<file path="src/rtl/stc_pkg.sv">
package stc_pkg;
  // register port map
  localparam int ADR_CTRL  = 0;  // bit 0: timer run
  localparam int ADR_SEL   = 1;  // bit i: trigger source for slot i
  localparam int ADR_IEN   = 2;  // bit i: interrupt enable for slot i
  localparam int ADR_FLAG  = 3;  // bit i: capture flag, write 1 to clear
  localparam int ADR_CNT   = 4;  // timer value
  localparam int ADR_GR0   = 8;  // first general register
endpackage

</file>
<file path="src/rtl/stc_timebase.sv">
module stc_timebase #(
  parameter int W = 16
) (
  input  logic         clk,
  input  logic         rst,
  input  logic         run,
  input  logic         load,
  input  logic [W-1:0] load_val,
  output logic [W-1:0] cnt
);
  always_ff @(posedge clk) begin
    if (rst)       cnt <= '0;
    else if (load) cnt <= load_val;
    else if (run)  cnt <= cnt + 1'b1;
  end
endmodule

</file>
<file path="src/rtl/stc_slot.sv">
module stc_slot #(
  parameter int W = 16
) (
  input  logic         clk,
  input  logic         rst,
  input  logic         trig,
  input  logic         sel,
  input  logic         run,
  input  logic         wr,
  input  logic [W-1:0] wdata,
  input  logic         clr,
  input  logic [W-1:0] cnt,
  output logic [W-1:0] gr,
  output logic         flag
);
  logic cap;
  assign cap = trig & sel & run;

  always_ff @(posedge clk) begin
    if (rst) begin
      gr   <= '0;
      flag <= 1'b0;
    end else begin
      if (cap)     gr <= cnt;
      else if (wr) gr <= wdata;
      if (cap)      flag <= 1'b1;
      else if (clr) flag <= 1'b0;
    end
  end
endmodule

</file>
<file path="src/rtl/stamp_capture_unit.sv">
module stamp_capture_unit #(
  parameter int W      = 16,
  parameter int N      = 4,
  parameter int ADDR_W = 4
) (
  input  logic              clk,
  input  logic              rst,
  input  logic [N-1:0]      trig_i,
  input  logic              reg_we_i,
  input  logic [ADDR_W-1:0] reg_addr_i,
  input  logic [W-1:0]      reg_wdata_i,
  output logic [W-1:0]      reg_rdata_o,
  output logic [N-1:0]      cap_flag_o,
  output logic              irq_o
);
  import stc_pkg::*;

  logic                run_q;
  logic [N-1:0]        sel_q;
  logic [N-1:0]        ien_q;
  logic [N-1:0]        flag_q;
  logic [W-1:0]        cnt_q;
  logic [N-1:0][W-1:0] gr_q;
  logic                cnt_ld;

  assign cnt_ld = reg_we_i && (reg_addr_i == ADDR_W'(ADR_CNT));

  always_ff @(posedge clk) begin
    if (rst) begin
      run_q <= 1'b0;
      sel_q <= '0;
      ien_q <= '0;
    end else if (reg_we_i) begin
      if (reg_addr_i == ADDR_W'(ADR_CTRL)) run_q <= reg_wdata_i[0];
      if (reg_addr_i == ADDR_W'(ADR_SEL))  sel_q <= reg_wdata_i[N-1:0];
      if (reg_addr_i == ADDR_W'(ADR_IEN))  ien_q <= reg_wdata_i[N-1:0];
    end
  end

  stc_timebase #(.W(W)) u_tb (
    .clk(clk), .rst(rst), .run(run_q), .load(cnt_ld),
    .load_val(reg_wdata_i), .cnt(cnt_q)
  );

  for (genvar i = 0; i < N; i++) begin : g_slot
    logic gr_wr, fl_clr;
    assign gr_wr  = reg_we_i && (reg_addr_i == ADDR_W'(ADR_GR0 + i));
    assign fl_clr = reg_we_i && (reg_addr_i == ADDR_W'(ADR_FLAG)) && reg_wdata_i[i];
    stc_slot #(.W(W)) u_slot (
      .clk(clk), .rst(rst), .trig(trig_i[i]), .sel(sel_q[i]), .run(run_q),
      .wr(gr_wr), .wdata(reg_wdata_i), .clr(fl_clr), .cnt(cnt_q),
      .gr(gr_q[i]), .flag(flag_q[i])
    );
  end

  logic [W-1:0] rd_mux;
  always_comb begin
    rd_mux = '0;
    case (reg_addr_i)
      ADDR_W'(ADR_CTRL): rd_mux = W'(run_q);
      ADDR_W'(ADR_SEL):  rd_mux = W'(sel_q);
      ADDR_W'(ADR_IEN):  rd_mux = W'(ien_q);
      ADDR_W'(ADR_FLAG): rd_mux = W'(flag_q);
      ADDR_W'(ADR_CNT):  rd_mux = cnt_q;
      default: ;
    endcase
    for (int k = 0; k < N; k++)
      if (reg_addr_i == ADDR_W'(ADR_GR0 + k)) rd_mux = gr_q[k];
  end

  always_ff @(posedge clk) begin
    if (rst) reg_rdata_o <= '0;
    else     reg_rdata_o <= rd_mux;
  end

  assign cap_flag_o = flag_q;
  assign irq_o      = |(flag_q & ien_q);
endmodule

</file>
<file path="config.mk">
export PLATFORM = sky130hd
export DESIGN_NAME = stamp_capture_unit
export DESIGN_NICKNAME = d
export VERILOG_FILES = /design/src/rtl/stc_pkg.sv /design/src/rtl/stc_timebase.sv /design/src/rtl/stc_slot.sv /design/src/rtl/stamp_capture_unit.sv
export SDC_FILE = /design/constraint.sdc
export NUM_CORES = 1
export LEC_CHECK = 0
export ABC_AREA = 1
export BUFFER_PORTS_ARGS = -buffer_cell sky130_fd_sc_hd__clkbuf_2
export CORE_ASPECT_RATIO = 1.75
export CORE_MARGIN = 3
export CORE_UTILIZATION = 34
export CTS_BUF_LIST = sky130_fd_sc_hd__clkbuf_4
export CTS_CLUSTER_DIAMETER = 80
export CTS_CLUSTER_SIZE = 40
export DETAILED_ROUTE_END_ITERATION = 8
export PLACE_DENSITY = 0.59
export SYNTH_ARGS = -nofsm -noshare
export SYNTH_HDL_FRONTEND = slang
export SYNTH_HIERARCHICAL = 1
export SYNTH_SLANG_ARGS = --single-unit
</file>
<file path="constraint.sdc">
create_clock -name clk -period 2.7 [get_ports clk]
set_input_delay 0.81 -clock clk [delete_from_list [all_inputs] [get_ports clk]]
set_output_delay 0.81 -clock clk [all_outputs]
set_load 0.005 [all_outputs]
</file>
==> results.yml <==
outcome:
  status: "complete, no violations"
floorplan:
  start_util_pct: 34.97
  die_height_um: 189.7
  design.portCount: 48
  fp.dieW_um: 111.0
  core.rowCount: 66
  dieArea_mm2: 0.02105
  core_region_area_mm2: 0.01875
logic_synthesis:
  synthFlopType: "dfxtp_1"
  ys_types: 35
  synth_top_cell_by_area: "dfxtp_1"
  yosysSeqAreaShare_pct: 33.29
  synth_top_family_by_area: "simple AND/OR/NAND/NOR gates"
  synth-seq-cells: 109
  synthMuxAreaShare_pct: 0
  yosysWarnings: 6
  syn_nets: 1030
  synthArstFlopShare_pct: 0
  syn_inst: 1002
  synth_area_mm2: 0.006555
  synth_compound_area_share_pct: 11.43
  synth_top_area_share_pct: 33.29
  synth_simple_gate_area_share_pct: 39.85
  avgSynthCellArea_um2: 6.542
  synth_area_leaders: "dfxtp_1, nand2_1, nand3_1"
  synthXorXnorAreaFrac_pct: 0.9353
  yosys.area_share.adder_pct: 0.1909
  synth_edf_count: 0
cts:
  cts_tree: "built"
  cts_post_setup_buffers_inserted: 0
  htree_num_levels: 3
  hold_buffers: 0
  clkSlewWorstSetupHoldPaths_ns: 0.18
  cts_root_buf: "clkbuf_4"
  cts.sinks: 109
  cts_buffers: 9
  cts_buffer_depth: 2
  post_cts_resized: 0
  clock_latency_ns: 0.51
sta:
  fin_crit_ns: 2.072
  finalHoldViolCount: 0
  setup_viol: 0
  slew_headroom_pct: 50.44
  fin_crit_sh_pct: 76.74
  fmax_ghz: 0.4827
  worst_clock_skew_ns: 0.02977
  timing.setup.tns_ns: 0
  worst_slack_ns: 0.6281
  whs_ns: 0.4910
  maxSlewViolCount: 0
  max_slew.worst_pin.slew_ns: 0.7434
  rsz0062_at_grt: "no"
worst_setup_path:
  cp-end-kind: "output pin"
  path_class: "flop to output pin"
  path_buf_inv: 1
  r2r_setup_slack_ns: 0.92
  crit_slowest_cell: "dfxtp_1"
  cp.required_ns: 1.89
  max_stage_delay_ns: 0.46
  r2r_end: "g_slot[0].u_slot/gr[4]"
  r2r-start: "run_q"
  r2r_cells: 4
  cp.arrival_ns: 1.26
  cp_cell_sequence: "nand2_1 > nand4_1 > clkbuf_2"
  start_kind: "flop"
  worst_path_dominant_cell_family: "flip-flops"
  critPathMaxFanout: 4
pwr:
  power_density_mw_per_mm2: 407.5
  p_leak_nw: 2.730
  peakVddDrop_mv: 0.1671
min_path:
  hp-start: "ien_q[0]"
  hold_path.class: "flop to flop"
  holdPathStages: 2
  min_to: "ien_q[0]"
grt:
  overflow: 0
  grt_max_degree: 81
  grt_pass1_wl_um: 36340
  grt_use_total_pct: 21.96
  grt_pass1_vias: 6591
  antenna_found_initial: 1
place:
  hpwl_um: 15970
  portBuffers: 47
  place_area_mm2: 0.006909
  routabilityCongestion: 0.8749
  pre_cts_slack_ns: 0.2632
layout:
  layout.nets: 1052
  area_delta_synth_final_pct: 7.692
  drive_above_1_share_pct: 14.09
  regArea_mm2: 0.002183
  utilization_pct: 37.66
  n_fill_cell: 2091
  post-route-cell-area_mm2: 0.007059
  multiInputGateArea_mm2: 0.003453
routing:
  via_per_inst: 5.390
  highest_layer: "met4"
  wl_met1_um: 9069
  num_vias: 6834
  ant_nets: 0
  wl_um: 23290
  drtPass1Iterations: 6
  routed-wl-met2_um: 11450
  wl_met3_um: 1288
  drc: 0
  wire_per_inst_um: 18.37
  drt-initial-drc-count: 603
flow_run:
  cap_violations: 0
[sequential cells by signal (all words and copies together) (netlist names)]
signal              flops
reg_rdata_o            16
ien_q                   4
g_slot.u_slot/flag      4
sel_q                   4
g_slot.u_slot/gr       64
run_q                   1
u_tb/cnt               16
[Yosys cell counts, drive strengths merged (4+ instances only)]
cell and n:
nor2 59, a31oi 4, nand4 84, o21ai 33, a21oi 90, nand3 110
inv 117, buf 65, o21bai 4, nand2 300, xor2 5, a22oi 10
dfxtp 109, clkbuf 5
[metal layers]
| layer | vias to the layer above | track usage (%) |
|---|---|---|
| li1 | 3333 | - |
| met1 | 3141 | 24.88 |
| met2 | 272 | 38.07 |
| met3 | 88 | 2.896 |
| met4 | 0 | 15.03 |
| met5 | - | 0 |
[cell usage in the layout, fill, tap and decap left out, types with 2 or more instances in the layout]
cell type,netlist,routed
nand2_1,286,286
dfxtp_1,109,108
inv_1,106,106
nand3_1,105,105
a21oi_1,90,90
nand4_1,84,84
nor2_1,47,47
clkbuf_2,0,47
buf_4,28,31
o21ai_0,23,23
nand2_2,13,13
o21ai_1,10,10
a22oi_1,10,10
inv_2,9,9
clkbuf_4,0,9
nor2_4,6,6
nor2_2,6,6
xor2_1,5,5
a31oi_1,4,4
nand3_4,4,4
inv_6,1,3
buf_12,1,3
o21bai_1,3,3
nor4_2,0,2
xnor2_1,2,2
[area by class of cell]
class                      instances  area share, %
sequential                       109          30.93
tap                              238          4.218
timing repair buffer              81          7.480
multi-input combinational        706          48.92
antenna                            1        0.03545
inverter                         117          6.328
clock buffer                       9         0.9571
clock inverter                     7          1.134
[worst reg2reg max path, delay by kind of cell, from the launching register on]
family             cells  cell delay (ns)
AOI/OAI and AO/OA      1             0.11
DFF                    1             0.84
and+or+nand+nor        3             0.79
[cells by family (layout without fill, tap and decap cells)]
group,count (synthesis),in the layout
buf+inv,187,214
fa+ha+maj,1,1
compound gates,141,141
xor+xnor,7,7
other cells,0,1
flops,109,109
simple gates,557,557
[per-stage QoR]
step | cells | total power [mW]
2_1_floorplan | 1002 | 1.855
3_3_place_gp | 1251 | 1.988
3_5_place_dp | 1251 | 1.991
4_1_cts | 1267 | 2.897
5_1_grt | 1268 | 2.979
6_report | 1268 | 2.877
[how the worst max path moves through the flow]
stage	start	end	slack, ns	cells after the start
2_1_floorplan	reg_addr_i[1]	u_tb/cnt[13]	0.39	9
3_3_place_gp	reg_addr_i[1]	u_tb/cnt[1]	0.27	11
3_5_place_dp	reg_addr_i[1]	u_tb/cnt[1]	0.26	11
4_1_cts	g_slot[1].u_slot/flag	irq_o	0.58	3
5_1_grt	g_slot[1].u_slot/flag	irq_o	0.55	3
6_report	g_slot[1].u_slot/flag	irq_o	0.63	3
[where the power goes]
| part | internal [mW] | total [mW] | switching [mW] | leakage [nW] |
|---|---|---|---|---|
| Combinational | 0.0829 | 0.300 | 0.218 | 1.77 |
| Clock | 0.295 | 0.916 | 0.620 | 0.0788 |
| Sequential | 1.64 | 1.66 | 0.0249 | 0.881 |
| Total | 2.01 | 2.88 | 0.863 | 2.73 |
(Power assumes the default switching activity.)
